===== src/rtl/toc_pkg.sv =====
package toc_pkg;

   localparam int INSN_W  = 32;
   localparam int OPC_W   = 6;
   localparam int RIDX_W  = 5;
   localparam int FUNCT_W = 6;
   localparam int IMM_W   = 16;
   localparam int TGT_W   = 26;

   localparam logic [OPC_W-1:0]   OPC_RTYPE = 6'b000000;
   localparam logic [OPC_W-1:0]   OPC_LOADW = 6'b100011;
   localparam logic [OPC_W-1:0]   OPC_JUMP  = 6'b000010;
   localparam logic [FUNCT_W-1:0] FN_ADD    = 6'b100000;

   typedef enum logic [2:0] {
      ST_FETCH  = 3'd0,
      ST_DECODE = 3'd1,
      ST_READ   = 3'd2,
      ST_EXEC   = 3'd3,
      ST_MEM    = 3'd4,
      ST_WRITE  = 3'd5,
      ST_NEXT   = 3'd6
   } step_e;

   typedef enum logic [1:0] {
      OP_NOP  = 2'd0,
      OP_ADD  = 2'd1,
      OP_LOAD = 2'd2,
      OP_JUMP = 2'd3
   } op_kind_e;

   typedef struct packed {
      op_kind_e            kind;
      logic [RIDX_W-1:0]   src_a;
      logic [RIDX_W-1:0]   src_b;
      logic [RIDX_W-1:0]   dest;
      logic [IMM_W-1:0]    disp;
      logic [TGT_W-1:0]    target;
   } insn_fields_t;

endpackage


===== src/rtl/toc_decode.sv =====
module toc_decode
   import toc_pkg::*;
#(
   parameter bit CHECK_SHAMT = 1'b0
) (
   input  logic [INSN_W-1:0] insn,
   output insn_fields_t      fields
);

   localparam int OPC_LSB = INSN_W - OPC_W;
   localparam int RS_LSB  = OPC_LSB - RIDX_W;
   localparam int RT_LSB  = RS_LSB - RIDX_W;
   localparam int RD_LSB  = RT_LSB - RIDX_W;
   localparam int SH_LSB  = RD_LSB - RIDX_W;

   logic [OPC_W-1:0]   opc;
   logic [FUNCT_W-1:0] funct;
   logic [RIDX_W-1:0]  f_rs, f_rt, f_rd, f_sh;
   logic               shamt_ok;
   logic               is_add, is_load, is_jump;

   assign opc   = insn[INSN_W-1 -: OPC_W];
   assign f_rs  = insn[RS_LSB +: RIDX_W];
   assign f_rt  = insn[RT_LSB +: RIDX_W];
   assign f_rd  = insn[RD_LSB +: RIDX_W];
   assign f_sh  = insn[SH_LSB +: RIDX_W];
   assign funct = insn[FUNCT_W-1:0];

   generate
      if (CHECK_SHAMT) begin : g_strict
         assign shamt_ok = (f_sh == '0);
      end else begin : g_loose
         assign shamt_ok = 1'b1;
      end
   endgenerate

   assign is_add  = (opc == OPC_RTYPE) && (funct == FN_ADD) && shamt_ok;
   assign is_load = (opc == OPC_LOADW);
   assign is_jump = (opc == OPC_JUMP);

   always_comb begin
      fields        = '0;
      fields.src_a  = f_rs;
      fields.src_b  = f_rt;
      fields.disp   = insn[IMM_W-1:0];
      fields.target = insn[TGT_W-1:0];
      if (is_add) begin
         fields.kind = OP_ADD;
         fields.dest = f_rd;
      end else if (is_load) begin
         fields.kind = OP_LOAD;
         fields.dest = f_rt;
      end else if (is_jump) begin
         fields.kind = OP_JUMP;
         fields.dest = '0;
      end else begin
         fields.kind = OP_NOP;
         fields.dest = '0;
      end
   end

endmodule


===== src/rtl/toc_regfile.sv =====
module toc_regfile #(
   parameter int DATA_W  = 32,
   parameter int NREGS   = 32,
   parameter bit ZERO_R0 = 1'b1,
   localparam int IDX_W  = $clog2(NREGS)
) (
   input  logic              clk,
   input  logic              rst,
   input  logic [IDX_W-1:0]  ra_idx,
   output logic [DATA_W-1:0] ra_data,
   input  logic [IDX_W-1:0]  rb_idx,
   output logic [DATA_W-1:0] rb_data,
   input  logic              wr_en,
   input  logic [IDX_W-1:0]  wr_idx,
   input  logic [DATA_W-1:0] wr_data
);

   logic [DATA_W-1:0] regs_q [NREGS];

   generate
      for (genvar g = 0; g < NREGS; g++) begin : g_ent
         if (ZERO_R0 && (g == 0)) begin : g_zero
            always_ff @(posedge clk) begin
               regs_q[g] <= '0;
            end
         end else begin : g_flop
            always_ff @(posedge clk) begin
               if (rst) begin
                  regs_q[g] <= '0;
               end else if (wr_en && (wr_idx == IDX_W'(g))) begin
                  regs_q[g] <= wr_data;
               end
            end
         end
      end
   endgenerate

   assign ra_data = regs_q[ra_idx];
   assign rb_data = regs_q[rb_idx];

   AST_R0_NO_WRITE: assert property (@(posedge clk) disable iff (rst)
      wr_en |-> (wr_idx != '0));

   AST_WRITE_SINGLE: assert property (@(posedge clk) disable iff (rst)
      wr_en |=> !wr_en);

endmodule


===== src/rtl/toc_ctrl.sv =====
module toc_ctrl
   import toc_pkg::*;
#(
   parameter int               DATA_W   = 32,
   parameter int               IDX_W    = 5,
   parameter logic [DATA_W-1:0] RESET_PC = '0
) (
   input  logic              clk,
   input  logic              rst,
   output logic [DATA_W-1:0] mem_addr,
   output logic              mem_rd,
   input  logic [DATA_W-1:0] mem_rdata,
   output logic [INSN_W-1:0] ir,
   input  insn_fields_t      dec_now,
   output logic [IDX_W-1:0]  ra_idx,
   output logic [IDX_W-1:0]  rb_idx,
   input  logic [DATA_W-1:0] ra_data,
   input  logic [DATA_W-1:0] rb_data,
   output logic              wr_en,
   output logic [IDX_W-1:0]  wr_idx,
   output logic [DATA_W-1:0] wr_data,
   output logic [DATA_W-1:0] pc,
   output logic              retire
);

   localparam int EXT_W  = DATA_W - IMM_W;
   localparam int PAGE_W = DATA_W - TGT_W - 2;

   step_e             state_q;
   logic [DATA_W-1:0] pc_q, a_q, b_q, alu_q, mdr_q;
   logic [INSN_W-1:0] ir_q;
   insn_fields_t      dec_q;
   logic [DATA_W-1:0] disp_ext, pc_plus4, jump_pc;
   logic              writes_reg;

   assign disp_ext = {{EXT_W{dec_q.disp[IMM_W-1]}}, dec_q.disp};
   assign pc_plus4 = pc_q + DATA_W'(4);
   assign jump_pc  = {pc_plus4[DATA_W-1 -: PAGE_W], dec_q.target, 2'b00};

   assign writes_reg = ((dec_q.kind == OP_ADD) || (dec_q.kind == OP_LOAD))
                       && (dec_q.dest != '0);

   always_ff @(posedge clk) begin
      if (rst) begin
         state_q <= ST_FETCH;
         pc_q    <= RESET_PC;
         ir_q    <= '0;
         dec_q   <= '0;
         a_q     <= '0;
         b_q     <= '0;
         alu_q   <= '0;
         mdr_q   <= '0;
      end else begin
         unique case (state_q)
            ST_FETCH: begin
               ir_q    <= mem_rdata;
               state_q <= ST_DECODE;
            end
            ST_DECODE: begin
               dec_q   <= dec_now;
               state_q <= ST_READ;
            end
            ST_READ: begin
               a_q     <= ra_data;
               b_q     <= rb_data;
               state_q <= ST_EXEC;
            end
            ST_EXEC: begin
               if (dec_q.kind == OP_ADD) begin
                  alu_q <= a_q + b_q;
               end else if (dec_q.kind == OP_LOAD) begin
                  alu_q <= a_q + disp_ext;
               end
               state_q <= ST_MEM;
            end
            ST_MEM: begin
               if (dec_q.kind == OP_LOAD) begin
                  mdr_q <= mem_rdata;
               end
               state_q <= ST_WRITE;
            end
            ST_WRITE: begin
               state_q <= ST_NEXT;
            end
            ST_NEXT: begin
               pc_q    <= (dec_q.kind == OP_JUMP) ? jump_pc : pc_plus4;
               state_q <= ST_FETCH;
            end
            default: begin
               state_q <= ST_FETCH;
            end
         endcase
      end
   end

   always_comb begin
      mem_rd   = 1'b0;
      mem_addr = pc_q;
      if (state_q == ST_FETCH) begin
         mem_rd = 1'b1;
      end else if ((state_q == ST_MEM) && (dec_q.kind == OP_LOAD)) begin
         mem_rd   = 1'b1;
         mem_addr = alu_q;
      end
   end

   assign ir      = ir_q;
   assign ra_idx  = dec_q.src_a;
   assign rb_idx  = dec_q.src_b;
   assign wr_en   = (state_q == ST_WRITE) && writes_reg;
   assign wr_idx  = dec_q.dest;
   assign wr_data = (dec_q.kind == OP_LOAD) ? mdr_q : alu_q;
   assign pc      = pc_q;
   assign retire  = (state_q == ST_NEXT);

   AST_PC_HOLD: assert property (@(posedge clk) disable iff (rst)
      !retire |=> $stable(pc_q));

   AST_PC_ALIGNED: assert property (@(posedge clk) disable iff (rst)
      pc_q[1:0] == 2'b00);

   AST_RETIRE_TO_FETCH: assert property (@(posedge clk) disable iff (rst)
      retire |=> (mem_rd && (mem_addr == pc_q)));

   AST_LOAD_STROBED: assert property (@(posedge clk) disable iff (rst)
      (wr_en && (dec_q.kind == OP_LOAD)) |-> $past(mem_rd));

   AST_JUMP_NO_WRITE: assert property (@(posedge clk) disable iff (rst)
      (dec_q.kind == OP_JUMP) |-> !wr_en);

endmodule


===== src/rtl/toc_core.sv =====
module toc_core
   import toc_pkg::*;
#(
   parameter int                DATA_W      = 32,
   parameter int                NREGS       = 32,
   parameter logic [DATA_W-1:0] RESET_PC    = '0,
   parameter bit                ZERO_R0     = 1'b1,
   parameter bit                CHECK_SHAMT = 1'b0,
   localparam int               IDX_W       = $clog2(NREGS)
) (
   input  logic              clk,
   input  logic              rst,
   output logic [DATA_W-1:0] mem_addr,
   output logic              mem_rd,
   input  logic [DATA_W-1:0] mem_rdata,
   output logic [DATA_W-1:0] dbg_pc,
   output logic              dbg_retire,
   output logic              dbg_wr_en,
   output logic [IDX_W-1:0]  dbg_wr_idx,
   output logic [DATA_W-1:0] dbg_wr_data
);

   generate
      if (DATA_W != INSN_W) begin : g_bad_width
         $error("toc_core: DATA_W must equal the 32-bit instruction width");
      end
      if (NREGS != (1 << RIDX_W)) begin : g_bad_nregs
         $error("toc_core: NREGS must match the 5-bit register fields");
      end
      if (RESET_PC[1:0] != 2'b00) begin : g_bad_reset_pc
         $error("toc_core: RESET_PC must be word aligned");
      end
   endgenerate

   logic [INSN_W-1:0] ir;
   insn_fields_t      dec_now;
   logic [IDX_W-1:0]  ra_idx, rb_idx, wr_idx;
   logic [DATA_W-1:0] ra_data, rb_data, wr_data;
   logic              wr_en;

   toc_decode #(
      .CHECK_SHAMT (CHECK_SHAMT)
   ) u_decode (
      .insn   (ir),
      .fields (dec_now)
   );

   toc_regfile #(
      .DATA_W  (DATA_W),
      .NREGS   (NREGS),
      .ZERO_R0 (ZERO_R0)
   ) u_regs (
      .clk     (clk),
      .rst     (rst),
      .ra_idx  (ra_idx),
      .ra_data (ra_data),
      .rb_idx  (rb_idx),
      .rb_data (rb_data),
      .wr_en   (wr_en),
      .wr_idx  (wr_idx),
      .wr_data (wr_data)
   );

   toc_ctrl #(
      .DATA_W   (DATA_W),
      .IDX_W    (IDX_W),
      .RESET_PC (RESET_PC)
   ) u_ctrl (
      .clk       (clk),
      .rst       (rst),
      .mem_addr  (mem_addr),
      .mem_rd    (mem_rd),
      .mem_rdata (mem_rdata),
      .ir        (ir),
      .dec_now   (dec_now),
      .ra_idx    (ra_idx),
      .rb_idx    (rb_idx),
      .ra_data   (ra_data),
      .rb_data   (rb_data),
      .wr_en     (wr_en),
      .wr_idx    (wr_idx),
      .wr_data   (wr_data),
      .pc        (dbg_pc),
      .retire    (dbg_retire)
   );

   assign dbg_wr_en   = wr_en;
   assign dbg_wr_idx  = wr_idx;
   assign dbg_wr_data = wr_data;

endmodule


===== config.mk =====
export PLATFORM = sky130hd
export DESIGN_NAME = toc_core
export DESIGN_NICKNAME = d
export VERILOG_FILES = /design/src/rtl/toc_pkg.sv /design/src/rtl/toc_decode.sv /design/src/rtl/toc_regfile.sv /design/src/rtl/toc_ctrl.sv /design/src/rtl/toc_core.sv
export SDC_FILE = /design/constraint.sdc
export NUM_CORES = 2
export LEC_CHECK = 0
export ABC_AREA = 1
export BUFFER_PORTS_ARGS = -buffer_cell sky130_fd_sc_hd__buf_2
export CAP_MARGIN = 20
export CORE_MARGIN = 2
export CORE_UTILIZATION = 40
export DETAILED_ROUTE_END_ITERATION = 7
export GPL_TIMING_DRIVEN = 0
export HOLD_SLACK_MARGIN = 0.05
export SETUP_SLACK_MARGIN = 0.15
export SKIP_LAST_GASP = 1
export SLEW_MARGIN = 20
export SYNTH_ARGS = -nofsm -noshare
export SYNTH_HDL_FRONTEND = slang
export SYNTH_SLANG_ARGS = --single-unit
export TNS_END_PERCENT = 50

===== constraint.sdc =====
create_clock -name clk -period 5.9 [get_ports clk]
set_input_delay 0.59 -clock clk [delete_from_list [all_inputs] [get_ports clk]]
set_output_delay 0.59 -clock clk [all_outputs]
set_load 0.01 [all_outputs]

==> flow_summary_export.csv <==
group,metric,value,unit
worst_hold_path,min-delay-start,"mem_rdata[28]",
timing,fmax,215,MHz
power_and_ir_drop,p_seq_share,38.2,%
floorplanning,core-area,165000,µm²
clock_tree,cts-root-buf,"clkbuf_16",
worst_hold_path,min_to,"u_ctrl.ir[28]$_SDFFE_PP0P_",
setup_path,reg2reg_from,"u_ctrl.dec_q[57]$_SDFFE_PP0P_",
timing,finalSetupViolCount,0,
global_routing,grt_pass1_vias,59200,
global_routing,grt.busiest_layer,"met2",
setup_path,cp.arrival,4.07,ns
logic_synthesis,synth.distinct_cells,43,
power_and_ir_drop,p_switching,9.35,mW
floorplanning,ios,138,
drt,num_vias,64100,
logic_synthesis,yosys_register_bits,1218,
timing,tns,0,ns
clock_tree,htree_levels,4,
global_routing,grt_util_met3,10.7,%
floorplanning,die_height,411,µm
placement,finalWeightedCongestion,1.09,
floorplanning,initial_utilization,40.2,%
job,maxCapViolCount,0,
floorplanning,rows,149,
setup_path,rrSetupSlack,1.53,ns
logic_synthesis,synth_common_cells,"nand2_1 (1346), nor2_1 (1147), edfxtp_1 (992)",
power_and_ir_drop,leakage,27.7,nW
logic_synthesis,syn_inst,8166,
power_and_ir_drop,ir_drop,0.329,mV
clock_tree,cts_tree,"yes",
placement,dp_hpwl,255000,µm
layout,stdcell_count,10800,
logic_synthesis,ys_seq_area_share,51.9,%
clock_tree,clk_latency,0.81,ns
setup_path,crit_type,"reg -> out",
timing,slew_violations,0,
clock_tree,clkTransAtPathRegs,0.06,ns
drt,wl_per_cell,30.1,µm
clock_tree,clockBufferDepth,3,
timing,slew_headroom,13.0,%
clock_tree,numCtsBuffers,146,
drt,ant_nets,0,
placement,place_area,70600,µm²
drt,dr.pass1.iters,8,
floorplanning,die_w,411,µm
drt,drt-initial-drc-count,9960,
layout,register_area,34300,µm²
logic_synthesis,synth_area_leader_cell,"edfxtp_1",
setup_path,reg2regPathDepth,17,
worst_hold_path,hp-class,"in -> reg",
setup_path,end_kind,"output pin",
setup_path,rr_endpoint,"u_ctrl.alu_q[12]$_SDFFE_PP0P_",
global_routing,overflow,0,
timing,min_period,4.66,ns
global_routing,track_usage,37.4,%
global_routing,grtUsageMet2,55.3,%
placement,port_buffers,134,
run_status,status,"finished, final reports clean",
power_and_ir_drop,powerDensity,342,nW/µm²
logic_synthesis,syn_avg_cell_area,8.10,µm²
global_routing,antenna_found_initial,20,
drt,via_per_inst,5.93,
drt,drc_errors,0,
logic_synthesis,synth_area_leaders,"edfxtp_1 (45%), nand2_1 (7.6%), nand3_1 (7.5%)",
layout,area.growth.synth_to_final,13.9,%
layout,stdcell_area,75400,µm²
setup_path,startpoint,"u_ctrl.dec_q[57]$_SDFFE_PP0P_",
global_routing,grt_first_pass_wirelength,445000,µm
timing,period_share,79.0,%
power_and_ir_drop,p_int,16.4,mW
clock_tree,clock_sinks,1218,
logic_synthesis,ys.flop_type,"edfxtp_1",
placement,place_inst,10500,
timing,rsz0062_at_grt,"false",
logic_synthesis,ys_warn_count,0,
setup_path,critPathRequiredTime,5.31,ns
power_and_ir_drop,p_sw_share,36.3,%
logic_synthesis,synth_top_area_share,45.0,%
power_and_ir_drop,pwr-share-comb,26.4,%
logic_synthesis,async_reset_ff_share,0,%
power_and_ir_drop,power,25.8,mW
global_routing,grt_max_degree,33,
layout,fill_cells,16400,
power_and_ir_drop,clockPowerShare,35.4,%
worst_hold_path,holdPathStages,3,
layout,multi_input_comb_area,25700,µm²
logic_synthesis,netlist_area,66100,µm²
timing,worst_pin_slew,1.31,ns
global_routing,grtUsageMet1,49.2,%
logic_synthesis,synth_edf_count,992,
clock_tree,ctsResizeCount,0,
layout,layout-drive-gt1-share,8.70,%
setup_path,cp-start-kind,"register",
timing,skew,0.0312,ns
timing,fin_worst_hold_slack,0.0862,ns
logic_synthesis,yosys.cell_count.top_type,"nand2_1",
setup_path,cp_max_fo,10,
drt,routed_wl,324000,µm
layout,num-nets-final,8563,
timing,hold_violations,0,
floorplanning,die_area,169000,µm²
[kinds of logic after synthesis]
| family | count (synthesis) | share of synthesized area [%] |
|---|---|---|
| AND/OR/NAND/NOR | 3550 | 22.5 |
| other | 1 | 0.00567 |
| adder cells (fa/ha/maj) | 39 | 0.749 |
| AO/OA/AOI/OAI | 1818 | 15.2 |
| buffers and inverters | 1525 | 9.51 |
| XOR/XNOR | 15 | 0.199 |
| flip-flops | 1218 | 51.9 |
[critical path, stage by stage (launching register included)]
cell and delay [ns]:
dfxtp_1 0.52, inv_1 0.08, ha_1 0.22, buf_2 0.18, buf_1 0.26, o21ai_1 0.92, clkbuf_1 0.83, inv_1 0.07
buf_2 0.17
[layout by cell type, fill, tap and decap left out, drive strengths merged, types with 8 or more instances in the layout]
cell	Yosys	routed
dfxtp	226	226
nand3b	8	8
nor3	21	21
inv	825	832
nor2	1154	1154
xor2	14	14
o211ai	323	323
edfxtp	992	992
a21oi	840	840
clkinv	3	53
clkbuf	370	559
o21ai	592	592
nand4	10	10
ha	38	38
nand3	999	999
nand2	1347	1347
o21a	46	46
buf	327	500
[area by class of cell]
type                       instances  share of cell area, %
inverter                         828                   4.12
sequential                      1218                   45.5
clock inverter                    67                  0.789
multi-input combinational       5424                   34.1
clock buffer                     189                   5.44
tap                             2189                   3.63
timing repair buffer             175                   2.06
buffer                           697                   4.25
antenna                            7                 0.0232
[routing by layer]
metal	share of wire [%]	routed length [µm]
met2	42	137000
met1	39	126000
met4	6.5	21200
met5	0.032	103
met3	12	40400
[state kept, by name, indices dropped and copies added, names as in the netlist, 5 cells and up]
name,cells
u_ctrl.a_q,32
u_ctrl.alu_q,32
u_ctrl.b_q,32
u_ctrl.dec_q,28
u_ctrl.ir,32
u_ctrl.mdr_q,32
u_ctrl.pc,30
u_ctrl.wr_idx,5
u_regs.regs_q,992
[what timing repair did]
action,in CTS,in global routing
hold buffers,2,0
hold endpoints to repair,2,0
buffers inserted,0,0
[stage by stage]
step | util (%) | worst slack [ns]
after floorplan | - | 2.16
after global placement | 42.3 | -0.119
after detailed placement | 42.9 | 1.81
after CTS | 45.8 | 1.22
after global routing | 45.8 | 1.15
final | 45.8 | 1.24
[worst max-delay path by stage]
| stage | to | slack, ns | cells after the start |
|---|---|---|---|
| 6_report | dbg_wr_data[2] | 1.24 | 8 |
| 3_3_place_gp | u_regs.regs_q[16][24]$_SDFFCE_PN0P_ | -0.12 | 5 |
| 4_1_cts | dbg_wr_data[10] | 1.22 | 8 |
| 5_1_grt | dbg_wr_data[13] | 1.15 | 8 |
| 3_5_place_dp | u_ctrl.alu_q[20]$_SDFFE_PP0P_ | 1.81 | 18 |
| 2_1_floorplan | u_regs.regs_q[16][0]$_SDFFCE_PN0P_ | 2.16 | 5 |
[power by group through the flow]
| stage | sequential, mW | clock [mW] | combinational [mW] |
|---|---|---|---|
| finish | 9.85 | 9.12 | 6.81 |
| global route | 9.87 | 9.42 | 6.96 |
| CTS | 9.84 | 9.10 | 6.43 |
| detailed placement | 10.0 | 0 | 6.41 |
| global placement | 10.0 | 0 | 6.29 |
| floorplan | 9.93 | 0 | 3.47 |
Power figures use the tool's default switching activity.
